## config.mk

```make
export PLATFORM = sky130hd
export DESIGN_NAME = fault_status_unit
export DESIGN_NICKNAME = d
export VERILOG_FILES = /design/src/rtl/fsu_pkg.sv /design/src/rtl/fsu_cause_gather.sv /design/src/rtl/fsu_escalate.sv /design/src/rtl/fsu_status_regs.sv /design/src/rtl/fault_status_unit.sv
export SDC_FILE = /design/constraint.sdc
export NUM_CORES = 1
export LEC_CHECK = 0
export ABC_CLOCK_PERIOD_IN_PS = 1830
export BUFFER_PORTS_ARGS = -buffer_cell sky130_fd_sc_hd__buf_2
export CAP_MARGIN = 30
export CORE_ASPECT_RATIO = 1.4
export CORE_MARGIN = 4
export CORE_UTILIZATION = 40
export DETAILED_ROUTE_END_ITERATION = 8
export GPL_ROUTABILITY_DRIVEN = 0
export PLACE_DENSITY = 0.67
export SLEW_MARGIN = 10
export SYNTH_ARGS = -nofsm -noshare
export SYNTH_HDL_FRONTEND = slang
export SYNTH_SLANG_ARGS = --single-unit
```

## constraint.sdc

```tcl
create_clock -name clk_i -period 1.83 [get_ports clk_i]
set_clock_uncertainty 0.05 [all_clocks]
set_input_delay 0.183 -clock clk_i [delete_from_list [all_inputs] [get_ports clk_i]]
set_output_delay 0.183 -clock clk_i [all_outputs]
set_load 0.05 [all_outputs]
```

## src/rtl/fsu_pkg.sv

```systemverilog
// Shared definitions for the fault status and escalation unit.
// Assumes a fixed 32-bit register layout; bit positions here are decoded
// by software and therefore fixed.
package fsu_pkg;

    localparam int DATA_W = 32;
    localparam int LANES  = DATA_W / 8;

    // Register select codes
    localparam logic [2:0] REG_STAT = 3'd0;
    localparam logic [2:0] REG_HARD = 3'd1;
    localparam logic [2:0] REG_MADR = 3'd2;
    localparam logic [2:0] REG_BADR = 3'd3;
    localparam logic [2:0] REG_CTRL = 3'd4;

    // Positions inside the combined status word
    localparam int ST_MEM_VALID = 7;
    localparam int ST_BUS_VALID = 15;
    // Positions inside the bus byte / usage halfword
    localparam int BUS_PRECISE  = 1;
    localparam int USG_UNALIGN  = 8;
    localparam int USG_DIVZERO  = 9;

    // Hard status positions
    localparam int HS_VECTOR = 1;
    localparam int HS_FORCED = 30;
    localparam int HS_DEBUG  = 31;

    // Control positions
    localparam int CT_UNALIGN = 3;
    localparam int CT_DIVZERO = 4;

    localparam logic [7:0] MEM_CAUSE_MASK = 8'h3B;
    localparam logic [7:0] BUS_CAUSE_MASK = 8'h3F;

    localparam logic [DATA_W-1:0] LOCK_FETCH = 32'hFFFF_FFFE;

    typedef enum logic [1:0] {
        CLS_NONE = 2'd0,
        CLS_MEM  = 2'd1,
        CLS_BUS  = 2'd2,
        CLS_USG  = 2'd3
    } fault_cls_e;

    typedef struct packed {
        logic [15:0] usg;
        logic [7:0]  bus;
        logic [7:0]  mem;
    } cause_vec_t;

endpackage

```

## src/rtl/fsu_cause_gather.sv

```systemverilog
// Turns raw fault strobes into the cause vector of one cycle.
// Applies the optional trap enables, the always-on multi-word unaligned
// trap, the system-region fetch rule and masks reserved positions.
// Purely combinational.
module fsu_cause_gather
    import fsu_pkg::*;
#(
    parameter logic [3:0] SYS_REGION = 4'hE
) (
    input  logic [7:0]  mm_evt_i,
    input  logic [7:0]  bus_evt_i,
    input  logic [3:0]  usg_evt_i,
    input  logic        unal_sub_i,
    input  logic        unal_multi_i,
    input  logic        div_zero_i,
    input  logic        fetch_req_i,
    input  logic [3:0]  fetch_top_i,
    input  logic        trap_unal_i,
    input  logic        trap_div_i,
    output cause_vec_t  raise_o,
    output logic        any_mem_o,
    output logic        any_bus_o,
    output logic        any_usg_o
);

    logic sys_fetch;

    // A fetch from the system region always violates access rules
    always_comb begin : p_sys_fetch
        sys_fetch = fetch_req_i && (fetch_top_i == SYS_REGION);
    end

    // Build the per-class cause bits of this cycle
    always_comb begin : p_raise
        raise_o                  = '0;
        raise_o.mem              = (mm_evt_i & MEM_CAUSE_MASK) | {7'b0, sys_fetch};
        raise_o.bus              = bus_evt_i & BUS_CAUSE_MASK;
        raise_o.usg[3:0]         = usg_evt_i;
        raise_o.usg[USG_UNALIGN] = unal_multi_i | (unal_sub_i & trap_unal_i);
        raise_o.usg[USG_DIVZERO] = div_zero_i & trap_div_i;
    end

    // Class summary flags
    always_comb begin : p_any
        any_mem_o = |raise_o.mem;
        any_bus_o = |raise_o.bus;
        any_usg_o = |raise_o.usg;
    end

endmodule

```

## src/rtl/fsu_escalate.sv

```systemverilog
// Chooses the single class to report, decides escalation to hard fault
// and tracks lockup. Requests are registered one-cycle pulses.
// Assumes the priority input is two's complement; -1 is the hard level.
module fsu_escalate
    import fsu_pkg::*;
#(
    parameter int PRIO_W = 4
) (
    input  logic              clk_i,
    input  logic              rst_ni,
    input  logic              any_mem_i,
    input  logic              any_bus_i,
    input  logic              any_usg_i,
    input  logic              hard_src_i,
    input  logic              en_mem_i,
    input  logic              en_bus_i,
    input  logic              en_usg_i,
    input  fault_cls_e        act_exc_i,
    input  logic [PRIO_W-1:0] cur_prio_i,
    output logic              mem_req_o,
    output logic              bus_req_o,
    output logic              usg_req_o,
    output logic              hard_req_o,
    output logic              forced_o,
    output logic              lockup_o
);

    localparam int NCLS = 3;
    localparam logic signed [PRIO_W-1:0] HARD_LVL = -1;

    logic [NCLS-1:0] any_v, en_v, win, cls_req_q;
    fault_cls_e      sel_cls;
    logic            escalate, at_hard, fault_now, lock_d, issue;
    logic            lockup_q, hard_q;

    // Gather class inputs with memory at index 0 (highest priority)
    always_comb begin : p_vec
        any_v = {any_usg_i, any_bus_i, any_mem_i};
        en_v  = {en_usg_i, en_bus_i, en_mem_i};
    end

    // Fixed priority: memory, then bus, then usage
    always_comb begin : p_win
        win[0] = any_v[0];
        win[1] = any_v[1] & ~any_v[0];
        win[2] = any_v[2] & ~(|any_v[1:0]);
        unique case (1'b1)
            win[0]:  sel_cls = CLS_MEM;
            win[1]:  sel_cls = CLS_BUS;
            win[2]:  sel_cls = CLS_USG;
            default: sel_cls = CLS_NONE;
        endcase
    end

    // Escalation, lockup and issue decisions
    always_comb begin : p_decide
        escalate  = (|win) && (!(|(win & en_v)) || (act_exc_i == sel_cls));
        at_hard   = $signed(cur_prio_i) <= HARD_LVL;
        fault_now = (|win) || hard_src_i;
        lock_d    = lockup_q || (fault_now && at_hard);
        issue     = !lock_d;
        forced_o  = issue && escalate;
    end

    // Per-class request registers
    for (genvar c = 0; c < NCLS; c++) begin : g_cls
        always_ff @(posedge clk_i) begin : p_req
            if (!rst_ni) cls_req_q[c] <= 1'b0;
            else         cls_req_q[c] <= issue && win[c] && !escalate && !hard_src_i;
        end
    end

    // Hard request and lockup state
    always_ff @(posedge clk_i) begin : p_hard
        if (!rst_ni) begin
            hard_q   <= 1'b0;
            lockup_q <= 1'b0;
        end else begin
            hard_q   <= issue && (hard_src_i || escalate);
            lockup_q <= lock_d;
        end
    end

    assign mem_req_o  = cls_req_q[0];
    assign bus_req_o  = cls_req_q[1];
    assign usg_req_o  = cls_req_q[2];
    assign hard_req_o = hard_q;
    assign lockup_o   = lockup_q;

endmodule

```

## src/rtl/fsu_status_regs.sv

```systemverilog
// Sticky write-one-to-clear status words, fault address capture and the
// trap control register, plus the combinational read mux.
// Assumes a cause arriving with a clear of the same bit wins.
module fsu_status_regs
    import fsu_pkg::*;
(
    input  logic              clk_i,
    input  logic              rst_ni,
    input  cause_vec_t        raise_i,
    input  logic              forced_i,
    input  logic              vec_err_i,
    input  logic              dbg_evt_i,
    input  logic [DATA_W-1:0] mm_addr_i,
    input  logic              mm_addr_ok_i,
    input  logic [DATA_W-1:0] bus_addr_i,
    input  logic              bus_addr_ok_i,
    input  logic              wr_en_i,
    input  logic [2:0]        reg_addr_i,
    input  logic [DATA_W-1:0] wr_data_i,
    input  logic [LANES-1:0]  wr_be_i,
    output logic [DATA_W-1:0] stat_o,
    output logic [DATA_W-1:0] madr_o,
    output logic [DATA_W-1:0] badr_o,
    output logic              trap_unal_o,
    output logic              trap_div_o,
    output logic [DATA_W-1:0] rd_data_o
);

    logic [DATA_W-1:0] stat_q, hard_q, madr_q, badr_q;
    logic [DATA_W-1:0] stat_clr, hard_clr, stat_set, hard_set;
    logic              trap_unal_q, trap_div_q;
    logic              mem_valid_left, bus_valid_left, mem_cap, bus_cap;

    // Per-lane clear masks for both write-one-to-clear words
    for (genvar l = 0; l < LANES; l++) begin : g_lane
        assign stat_clr[l*8 +: 8] = (wr_en_i && reg_addr_i == REG_STAT && wr_be_i[l])
                                    ? wr_data_i[l*8 +: 8] : 8'h00;
        assign hard_clr[l*8 +: 8] = (wr_en_i && reg_addr_i == REG_HARD && wr_be_i[l])
                                    ? wr_data_i[l*8 +: 8] : 8'h00;
    end

    // Address capture is allowed only once the valid bit is free
    always_comb begin : p_capture
        mem_valid_left = stat_q[ST_MEM_VALID] & ~stat_clr[ST_MEM_VALID];
        bus_valid_left = stat_q[ST_BUS_VALID] & ~stat_clr[ST_BUS_VALID];
        mem_cap        = (|raise_i.mem) && mm_addr_ok_i && !mem_valid_left;
        bus_cap        = raise_i.bus[BUS_PRECISE] && bus_addr_ok_i && !bus_valid_left;
    end

    // Bits to set this cycle
    always_comb begin : p_set
        stat_set               = raise_i;
        stat_set[ST_MEM_VALID] = mem_cap;
        stat_set[ST_BUS_VALID] = bus_cap;
        hard_set               = '0;
        hard_set[HS_VECTOR]    = vec_err_i;
        hard_set[HS_FORCED]    = forced_i;
        hard_set[HS_DEBUG]     = dbg_evt_i;
    end

    // Sticky status words
    always_ff @(posedge clk_i) begin : p_status
        if (!rst_ni) begin
            stat_q <= '0;
            hard_q <= '0;
        end else begin
            stat_q <= (stat_q & ~stat_clr) | stat_set;
            hard_q <= (hard_q & ~hard_clr) | hard_set;
        end
    end

    // Fault address registers
    always_ff @(posedge clk_i) begin : p_addr
        if (!rst_ni) begin
            madr_q <= '0;
            badr_q <= '0;
        end else begin
            if (mem_cap) madr_q <= mm_addr_i;
            if (bus_cap) badr_q <= bus_addr_i;
        end
    end

    // Trap enable control register, lane 0 only
    always_ff @(posedge clk_i) begin : p_ctrl
        if (!rst_ni) begin
            trap_unal_q <= 1'b0;
            trap_div_q  <= 1'b0;
        end else if (wr_en_i && reg_addr_i == REG_CTRL && wr_be_i[0]) begin
            trap_unal_q <= wr_data_i[CT_UNALIGN];
            trap_div_q  <= wr_data_i[CT_DIVZERO];
        end
    end

    // Read mux
    always_comb begin : p_read
        rd_data_o = '0;
        unique case (reg_addr_i)
            REG_STAT: rd_data_o = stat_q;
            REG_HARD: rd_data_o = hard_q;
            REG_MADR: rd_data_o = madr_q;
            REG_BADR: rd_data_o = badr_q;
            REG_CTRL: begin
                rd_data_o[CT_UNALIGN] = trap_unal_q;
                rd_data_o[CT_DIVZERO] = trap_div_q;
            end
            default:  rd_data_o = '0;
        endcase
    end

    assign stat_o      = stat_q;
    assign madr_o      = madr_q;
    assign badr_o      = badr_q;
    assign trap_unal_o = trap_unal_q;
    assign trap_div_o  = trap_div_q;

endmodule

```

## src/rtl/fault_status_unit.sv

```systemverilog
// Top of the fault status and escalation unit. Connects cause gathering,
// class selection with escalation and lockup, and the status registers.
// Assumes one set of strobes per cycle from the core, synchronous to clk_i.
module fault_status_unit
    import fsu_pkg::*;
#(
    parameter int         PRIO_W     = 4,
    parameter logic [3:0] SYS_REGION = 4'hE
) (
    input  logic              clk_i,
    input  logic              rst_ni,
    input  logic [7:0]        mm_evt_i,
    input  logic [7:0]        bus_evt_i,
    input  logic [3:0]        usg_evt_i,
    input  logic              unal_sub_i,
    input  logic              unal_multi_i,
    input  logic              div_zero_i,
    input  logic              fetch_req_i,
    input  logic [3:0]        fetch_top_i,
    input  logic [31:0]       mm_addr_i,
    input  logic              mm_addr_ok_i,
    input  logic [31:0]       bus_addr_i,
    input  logic              bus_addr_ok_i,
    input  logic              vec_err_i,
    input  logic              dbg_evt_i,
    input  logic              en_mem_i,
    input  logic              en_bus_i,
    input  logic              en_usg_i,
    input  logic [1:0]        act_exc_i,
    input  logic [PRIO_W-1:0] cur_prio_i,
    input  logic              wr_en_i,
    input  logic [2:0]        reg_addr_i,
    input  logic [31:0]       wr_data_i,
    input  logic [3:0]        wr_be_i,
    output logic [31:0]       rd_data_o,
    output logic              mem_req_o,
    output logic              bus_req_o,
    output logic              usg_req_o,
    output logic              hard_req_o,
    output logic              lockup_o,
    output logic [31:0]       lock_pc_o
);

    cause_vec_t        raise;
    logic              any_mem, any_bus, any_usg, forced;
    logic              trap_unal, trap_div;
    logic [DATA_W-1:0] stat_w, madr_w, badr_w;

    fsu_cause_gather #(
        .SYS_REGION (SYS_REGION)
    ) u_gather (
        .mm_evt_i     (mm_evt_i),
        .bus_evt_i    (bus_evt_i),
        .usg_evt_i    (usg_evt_i),
        .unal_sub_i   (unal_sub_i),
        .unal_multi_i (unal_multi_i),
        .div_zero_i   (div_zero_i),
        .fetch_req_i  (fetch_req_i),
        .fetch_top_i  (fetch_top_i),
        .trap_unal_i  (trap_unal),
        .trap_div_i   (trap_div),
        .raise_o      (raise),
        .any_mem_o    (any_mem),
        .any_bus_o    (any_bus),
        .any_usg_o    (any_usg)
    );

    fsu_escalate #(
        .PRIO_W (PRIO_W)
    ) u_escalate (
        .clk_i      (clk_i),
        .rst_ni     (rst_ni),
        .any_mem_i  (any_mem),
        .any_bus_i  (any_bus),
        .any_usg_i  (any_usg),
        .hard_src_i (vec_err_i | dbg_evt_i),
        .en_mem_i   (en_mem_i),
        .en_bus_i   (en_bus_i),
        .en_usg_i   (en_usg_i),
        .act_exc_i  (fault_cls_e'(act_exc_i)),
        .cur_prio_i (cur_prio_i),
        .mem_req_o  (mem_req_o),
        .bus_req_o  (bus_req_o),
        .usg_req_o  (usg_req_o),
        .hard_req_o (hard_req_o),
        .forced_o   (forced),
        .lockup_o   (lockup_o)
    );

    fsu_status_regs u_regs (
        .clk_i         (clk_i),
        .rst_ni        (rst_ni),
        .raise_i       (raise),
        .forced_i      (forced),
        .vec_err_i     (vec_err_i),
        .dbg_evt_i     (dbg_evt_i),
        .mm_addr_i     (mm_addr_i),
        .mm_addr_ok_i  (mm_addr_ok_i),
        .bus_addr_i    (bus_addr_i),
        .bus_addr_ok_i (bus_addr_ok_i),
        .wr_en_i       (wr_en_i),
        .reg_addr_i    (reg_addr_i),
        .wr_data_i     (wr_data_i),
        .wr_be_i       (wr_be_i),
        .stat_o        (stat_w),
        .madr_o        (madr_w),
        .badr_o        (badr_w),
        .trap_unal_o   (trap_unal),
        .trap_div_o    (trap_div),
        .rd_data_o     (rd_data_o)
    );

    // Fixed fetch address presented while locked
    assign lock_pc_o = lockup_o ? LOCK_FETCH : '0;

endmodule

```

==> impl_metrics.csv <==
group,metric,value,unit
outcome,outcome,"finished, violations left",
outcome,violations,"negative setup slack",
cts,clk_latency,0.42,ns
critical_path,worstPathArrival,1.69,ns
job,cap_viol_max_count,0,
sta,max_clock_freq,0.5193,GHz
cts,path_clk_slew,0.06,ns
power_and_ir_drop,finalPower,8.115,mW
cts,cts_sinks,135,
global_routing,grt_max_degree,66,
power_and_ir_drop,power.leakage,4.078,nW
critical_path,worstPathRequired,1.60,ns
cts,cts_made_buffers,17,
logic_synthesis,ys_seq_elements,135,
power_and_ir_drop,vdd_drop_max,0.4827,mV
logic_synthesis,async_flop_share,0,
sta,rsz0062_at_grt,"true",
placed_design,io_buffers,206,
global_routing,antenna_found_initial,2,
finish,drive_above_1_share,0.3254,
critical_path,r2r_slack,0.22,ns
hold_path,hp-class,"in -> reg",
floorplanning,start_util,0.4107,
logic_synthesis,yosys_warnings,0,
floorplanning,core-area,0.01457,mm2
logic_synthesis,synth_cells,656,
logic_synthesis,syn-cell-area,0.005986,mm2
sta,fin_ws,-0.09555,ns
critical_path,r2r-start,"u_regs.trap_unal_o",
floorplanning,die_y,152.7,um
sta,hold_viol_final,0,
finish,fillers,1194,
logic_synthesis,synth_edf_count,0,
floorplanning,dieArea,0.01701,mm2
floorplanning,fp.dieW,111.4,um
cts,clock-root-buffer,"clkbuf_16",
global_routing,grt_pass1_wl,30880,um
cts,cts_buffer_depth,2,
hold_path,hp-start,"rst_ni",
global_routing,grt_usage,0.2242,
cts,cts_tree,"yes",
sta,finalCritPeriodShare,1.052,
finish,area_growth,52.63,%
placed_design,hpwlAfterDp,12810,um
route,antenna_left,0,
logic_synthesis,synth.distinct_cells,49,
route,routedWlPerCell,16.69,um
cts,htree_num_levels,4,
route,vias,5881,
logic_synthesis,ys.flop_type,"dfxtp_1",
route,drt_iter0_markers,186,
route,vias_per_cell,5.074,
route,wirelength,19350,um
sta,min_period,1.926,ns
critical_path,worst_setup_path_end_kind,"output port",
finish,final_nets,1102,
sta,drv_slew,0,
route,drt_first_pass_iters,4,
floorplanning,io_pins,216,
global_routing,grt_pass1_vias,6229,
critical_path,start_kind,"flop",
sta,setup_viol,1,
critical_path,path_class,"reg -> out",
power_and_ir_drop,p_per_area,888.2,mW/mm2
sta,tns,-0.09555,ns
critical_path,crit_start,"u_regs.stat_o[3]",
logic_synthesis,synth_nets,803,
floorplanning,row_count,52,
logic_synthesis,avgSynthCellArea,9.125,um2
critical_path,critPathMaxFanout,2,
logic_synthesis,yosysSeqAreaShare,0.4515,
route,remaining_drc_errors,0,
global_routing,gr-total-overflow,0,
[through the flow]
stage          instance area [um2]    util  setup slack, ns  std cells  hold WS, ns
3_3_place_gp                  7229  0.4961          -0.1384       1011       0.3186
5_1_grt                       9136  0.6269          -0.1326       1159      0.03736
3_5_place_dp                  7229  0.4961          -0.1274       1011       0.3223
2_1_floorplan                 5998       -         0.009342        656       0.2200
6_report                      9136  0.6269         -0.09555       1159      0.01697
4_1_cts                       9012  0.6184          -0.1076       1154     0.005325
[power by group]
part / switching [mW] / internal [mW] / leakage, nW / total [mW]
clock network: 1.32 / 2.40 / 0.311 / 3.72
logic: 0.719 / 0.561 / 2.66 / 1.28
registers: 0.0613 / 3.05 / 1.10 / 3.12
total: 2.10 / 6.02 / 4.08 / 8.11
[state kept, by name, summed over array words and instances, names as in the netlist]
register and cells:
u_regs.trap_div_o 1, u_escalate.bus_req_o 1, u_escalate.hard_req_o 1, u_regs.hard_q 32, u_regs.trap_unal_o 1, u_escalate.lockup_o 1, u_escalate.usg_req_o 1, u_regs.badr_o 32
u_regs.madr_o 32, u_regs.stat_o 32, u_escalate.mem_req_o 1
[per-layer routing]
metal,wire length [um],share of wire,GRT usage,vias to the layer above
li1,-,-,-,2859
met1,7674,0.40,0.2478,2748
met2,10100,0.52,0.4055,221
met3,939,0.049,0.04569,53
met4,634,0.033,0.1084,0
met5,0,0,0,-
[path summary, 6_finish.rpt]
| kind | to | cells past startpoint |
|---|---|---|
| worst max-delay path | rd_data_o[3] | 4 |
| worst min-delay path | u_regs.stat_o[31] | 3 |
| worst max register to register | u_escalate.hard_req_o | 6 |
| worst min register to register | u_regs.stat_o[22] | 2 |
[what timing repair did]
| action | CTS | global route |
|---|---|---|
| hold endpoints to repair | 122 | 0 |
| endpoints found under the setup margin | 2 | 47 |
| hold buffers | 111 | 0 |
| gates resized for setup | 8 | 17 |
| buffers inserted | 0 | 4 |
| pin swaps | 0 | 5 |
[placed cells by master (no fill, tap or decap), types with 2 or more instances in the layout]
master	netlist	final
buf_2	8	199
nand2_1	134	134
dfxtp_1	135	134
dlygate4sd3_1	0	110
a21oi_1	62	61
nor2b_1	52	51
mux2i_1	37	35
buf_4	32	34
a22o_1	29	29
a21boi_0	25	25
a221o_1	30	20
clkbuf_16	0	17
a21boi_1	12	12
a221o_2	0	10
buf_12	0	9
and3_1	8	8
inv_1	6	6
nor2_1	9	5
bufinv_16	0	4
nor2_2	0	3
nand3_1	4	3
clkbuf_8	0	3
clkinv_4	0	3
diode_2	0	2
nand2b_1	2	2
o21ai_0	2	2
nand4_1	2	2
nor4_4	1	2
and2_1	2	2
clkbuf_1	29	2
clkbuf_4	0	2
[synthesized netlist by cell type (5+ instances only)]
library cell | instances | area (um2)
a21oi_1 | 62 | 310.3
buf_2 | 8 | 40.04
mux2i_1 | 37 | 370.4
nor2b_1 | 52 | 325.3
a21boi_0 | 25 | 187.7
dfxtp_1 | 135 | 2703
nor2_1 | 9 | 33.78
clkbuf_1 | 29 | 108.9
nand2_1 | 134 | 503.0
inv_1 | 6 | 22.52
buf_4 | 32 | 240.2
buf_6 | 5 | 56.30
a221o_1 | 30 | 300.3
a22o_1 | 29 | 254.0
a21boi_1 | 12 | 90.09
and3_1 | 8 | 50.05
[cells by family (layout without fill, tap and decap cells)]
family	Yosys count	in the layout	synth area share
AND/OR/NAND/NOR	227	227	0.1862
multiplexers	38	38	0.06564
flip-flops	135	135	0.4515
AO/OA/AOI/OAI	172	172	0.2159
buffers and inverters	83	395	0.08006
other	1	3	0.0006265
[final cells by class]
class | count | area (um2) | area share
clock buffers | 22 | 474.2 | 0.05190
inverters | 6 | 22.52 | 0.002465
multi-input cells | 438 | 2940 | 0.3218
flip-flops and latches | 135 | 2704 | 0.2959
repair buffers | 357 | 2586 | 0.2831
diodes | 2 | 5.005 | 0.0005478
clock inverters | 10 | 167.7 | 0.01835
well taps | 189 | 236.5 | 0.02588
[worst max-delay path, stage by stage (launching register included)]
cell	delay, ns
dfxtp_2	0.33
mux4_2	0.44
nor2b_4	0.14
a31o_4	0.22
buf_8	0.15
(Power assumes the default switching activity.)
